[src/rtl/wdog_timer.sv]
module wdog_timer #(
  parameter int BASE_BITS = 8,
  parameter int SEL_W     = 3,
  parameter int DIV_BITS  = 2,
  parameter int SEL_INIT  = 7
) (
  input  logic             clk,
  input  logic             rst_n,
  input  logic             cfg_enable,
  input  logic             cfg_use_osc,
  input  logic             osc_tick,
  input  logic             halt,
  input  logic             clr_wdt,
  input  logic             sel_we,
  input  logic [SEL_W-1:0] sel_wdata,
  output logic [SEL_W-1:0] sel_q,
  output logic             icyc_en,
  output logic             sync_out,
  output logic             wdt_rst
);
  localparam int PRE_W = (1 << SEL_W) - 1;

  logic [DIV_BITS-1:0]  div_q;
  logic [BASE_BITS-1:0] base_q;
  logic [PRE_W-1:0]     pre_q;
  logic [PRE_W-1:0]     pre_term;
  logic                 tick, base_wrap, fire;

  assign icyc_en   = (&div_q) & ~halt;
  assign sync_out  = div_q[DIV_BITS-1];
  assign tick      = cfg_use_osc ? osc_tick : icyc_en;
  assign pre_term  = ~({PRE_W{1'b1}} << sel_q);
  assign base_wrap = tick & (&base_q);
  assign fire      = base_wrap & (pre_q >= pre_term);

  always_ff @(posedge clk or negedge rst_n) begin
    if (!rst_n)
      div_q <= '0;
    else if (!halt)
      div_q <= div_q + 1'b1;
  end

  always_ff @(posedge clk or negedge rst_n) begin
    if (!rst_n)
      sel_q <= SEL_W'(SEL_INIT);
    else if (cfg_enable && sel_we)
      sel_q <= sel_wdata;
  end

  always_ff @(posedge clk or negedge rst_n) begin
    if (!rst_n) begin
      base_q  <= '0;
      pre_q   <= '0;
      wdt_rst <= 1'b0;
    end else if (!cfg_enable || clr_wdt) begin
      base_q  <= '0;
      pre_q   <= '0;
      wdt_rst <= 1'b0;
    end else begin
      wdt_rst <= fire;
      if (tick)
        base_q <= base_q + 1'b1;
      if (fire)
        pre_q <= '0;
      else if (base_wrap)
        pre_q <= pre_q + 1'b1;
    end
  end
endmodule

[config.mk]
export PLATFORM = sky130hd
export DESIGN_NAME = wdog_timer
export DESIGN_NICKNAME = d
export VERILOG_FILES = /design/src/rtl/wdog_timer.sv
export SDC_FILE = /design/constraint.sdc
export NUM_CORES = 1
export LEC_CHECK = 0
export CAP_MARGIN = 20
export CORE_MARGIN = 2
export CORE_UTILIZATION = 50
export DETAILED_ROUTE_END_ITERATION = 10
export PLACE_DENSITY = 0.74
export SKIP_LAST_GASP = 1
export SLEW_MARGIN = 40
export SYNTH_ARGS = -nofsm -noshare
export SYNTH_HDL_FRONTEND = slang
export SYNTH_SLANG_ARGS = --single-unit
[constraint.sdc]
create_clock -name clk -period 5.8 [get_ports clk]
set_clock_uncertainty 0.2 [all_clocks]
set_input_delay 0.58 -clock clk [delete_from_list [all_inputs] [get_ports clk]]
set_output_delay 0.58 -clock clk [all_outputs]
set_load 0.03 [all_outputs]
==> results.sh <==
export IMPL_ctsHoldBuffers=0
export IMPL_ys_seq_area_share_pct=42.2
export IMPL_areaGrowthSynthToFinish_pct=16.8
export IMPL_max_freq_ghz=0.373
export IMPL_num_antenna_cells=0
export IMPL_finalCriticalPeriod_ns=2.68
export IMPL_yosysUniqueCellTypes=36
export IMPL_h_tree_depth=1
export IMPL_die_w_um=54.1
export IMPL_first_iter_violations=10
export IMPL_worstPathRequired_ns=5.80
export IMPL_nFillCells=210
export IMPL_tns_ns=0
export IMPL_hold_path_class="in2async"
export IMPL_ys_flop_type="dfrtp_1"
export IMPL_grt_usage_pct=19.0
export IMPL_power_leakage_nw=0.620
export IMPL_outcome="finished, final reports clean"
export IMPL_gp_congestion=0.796
export IMPL_relSlewSlack_pct=61.0
export IMPL_dp_slack_ns=3.14
export IMPL_clkSinkCount=21
export IMPL_grt_pass1_wl_um=4010
export IMPL_cts_max_path_buffers=2
export IMPL_antenna_found_initial=0
export IMPL_drv_slew=0
export IMPL_ioPinCount=17
export IMPL_multi_input_area_um2=699
export IMPL_instances_no_fill=176
export IMPL_rsz0062_at_grt="no"
export IMPL_worst_path_max_delay_cell="a2111o_1"
export IMPL_drive_gt1_share_pct=12.3
export IMPL_path_clk_slew_ns=0.11
export IMPL_arrival_ns=2.68
export IMPL_syn_nets=149
export IMPL_grt_max_degree=22
export IMPL_finalCritPeriodShare_pct=46.2
export IMPL_ys_ff_latch=21
export IMPL_grt_pass1_vias=945
export IMPL_syn_cell_area_mm2=0.00125
export IMPL_io_buffers=16
export IMPL_coreArea_mm2=0.00243
export IMPL_yosys_area_share_simple_pct=23.0
export IMPL_rows=18
export IMPL_clock_latency_ns=0.29
export IMPL_post_cts_buffers=0
export IMPL_hold_viol=0
export IMPL_synth_cells=128
export IMPL_cts_root_buffer="clkbuf_4"
export IMPL_avgRoutedWirePerCell_um=13.2
export IMPL_finalWorstSetupSlack_ns=3.12
export IMPL_dpl_cell_count=172
export IMPL_antenna_left=0
export IMPL_setup_worst_path_end_class="register"
export IMPL_worst_path_max_fanout=8
export IMPL_dr_pass1_iters=4
export IMPL_start_kind="register"
export IMPL_synth_xor_area_share_pct=4.89
export IMPL_p_total_mw=0.332
export IMPL_yosysWarnings=0
export IMPL_numCtsBuffers=3
export IMPL_die_h_um=54.1
export IMPL_worst_slew_pin_slew_ns=0.585
export IMPL_synth_top_family_by_area="simple AND/OR/NAND/NOR gates"
export IMPL_regArea_um2=529
export IMPL_synth_edf_count=0
export IMPL_drcViolationCount=0
export IMPL_synth_adder_area_share_pct=9.97
export IMPL_muxShareOfSynthArea_pct=3.59
export IMPL_cts_resized=0
export IMPL_overflow=0
export IMPL_dpl_hpwl_um=1850
export IMPL_hold_ws_ns=0.0251
export IMPL_p_per_area_mw_per_mm2=226
export IMPL_syn_area_per_cell_um2=9.80
export IMPL_crit_chain="or3_1 -> ha_1 -> nand2b_4 -> a2111o_1 -> a211oi_4 -> nand2_4 -> o31ai_1"
export IMPL_num_vias=977
export IMPL_max_stage_delay_ns=0.47
export IMPL_avgViaCountPerCell=5.55
export IMPL_totalWireLength_um=2320
export IMPL_cap_violations=0
export IMPL_ys_async_sr_fraction_pct=100
export IMPL_crit_type="reg2reg"
export IMPL_finalSetupViolCount=0
export IMPL_cts_tree="done"
export IMPL_synth_compound_area_share_pct=14.3
export IMPL_die_area_mm2=0.00293
export IMPL_ir_worst_vdd_mv=0.172
export IMPL_initial_core_util_pct=51.6
export IMPL_num_nets_final=168
[metal layers]
metal	GRT usage, %	part of all wire, %	vias up
met5	0	0	-
met1	24.3	44	461
met4	5.00	0.52	0
met2	33.5	51	19
li1	-	-	495
met3	2.50	4.5	2
[synthesized netlist by cell type (3+ instances only)]
| master | n | area share, % |
|---|---|---|
| dfrtp_1 | 18 | 36 |
| nand2_1 | 13 | 3.9 |
| a21oi_1 | 10 | 4.0 |
| ha_1 | 10 | 10 |
| nand3_1 | 8 | 3.2 |
| nor2_1 | 8 | 2.4 |
| inv_1 | 5 | 1.5 |
| o21ai_0 | 5 | 2.0 |
| mux2_2 | 4 | 3.6 |
| xor2_1 | 4 | 2.8 |
| and3_1 | 3 | 1.5 |
| dfstp_2 | 3 | 6.3 |
| nand2b_1 | 3 | 1.5 |
| xnor2_1 | 3 | 2.1 |
[flip-flops by register name, summed over array words and instances (netlist names)]
name / count
wdt_rst: 1
pre_q: 7
sel_q: 3
div_q: 2
base_q: 8
[through the flow]
| stage | util [%] | cell area [um2] |
|---|---|---|
| after global routing | 60.3 | 1470 |
| after global placement | 59.4 | 1450 |
| after CTS | 60.3 | 1470 |
| final | 60.3 | 1470 |
| after detailed placement | 59.2 | 1440 |
| after floorplan | - | 1250 |
[layout make-up]
type                    count  area share [%]
multi-input cells         100            47.7
flip-flops and latches     21            36.1
repair buffers             16            10.6
well taps                  30            2.56
clock buffers               4            1.79
inverters                   5            1.28
[path summary, 6_finish.rpt]
check,startpoint,to,slack [ns],depth (start not counted)
max,sel_q[1]$_DFFE_PN1P_,pre_q[5]$_DFFE_PN0P_,3.12,7
min,rst_n,base_q[1]$_DFFE_PN0P_,0.03,1
max reg2reg,sel_q[1]$_DFFE_PN1P_,pre_q[5]$_DFFE_PN0P_,3.12,7
min reg2reg,div_q[0]$_DFFE_PN0N_,div_q[0]$_DFFE_PN0N_,0.28,1
max in group asynchronous,rst_n,sel_q[0]$_DFFE_PN1P_,5.03,1
min in group clk,div_q[0]$_DFFE_PN0N_,div_q[0]$_DFFE_PN0N_,0.28,1
[worst max-delay path, delay by kind of cell, from the launching register on]
family / cells / cell delay, ns
AND/OR/NAND/NOR: 3 / 0.62
AO/OA/AOI/OAI: 3 / 1.07
flip-flops: 1 / 0.42
adder cells (fa/ha/maj): 1 / 0.28
[power breakdown]
part | internal, mW | switching, mW
clock network | 0.0267 | 0.0405
logic | 0.0457 | 0.0471
registers | 0.160 | 0.0121
[cell usage in the layout, fill, tap and decap left out, drive strengths merged, types with 4 or more instances in the layout]
cell type,instances
dfrtp,18
clkdlybuf4s50,15
nand2,14
a21oi,10
ha,10
nor2,8
nand3,8
inv,5
o21ai,5
mux2,4
xor2,4
nand2b,4
clkbuf,4
[kinds of logic (layout without fill, tap and decap cells)]
group                    Yosys count  in the layout
flip-flops                        21             21
AND/OR/NAND/NOR                   53             53
adder cells (fa/ha/maj)           10             10
buffers and inverters              7             25
XOR/XNOR                           7              7
multiplexers                       4              4
AO/OA/AOI/OAI                     26             26
No activity file was read; power rests on OpenSTA's default activity.
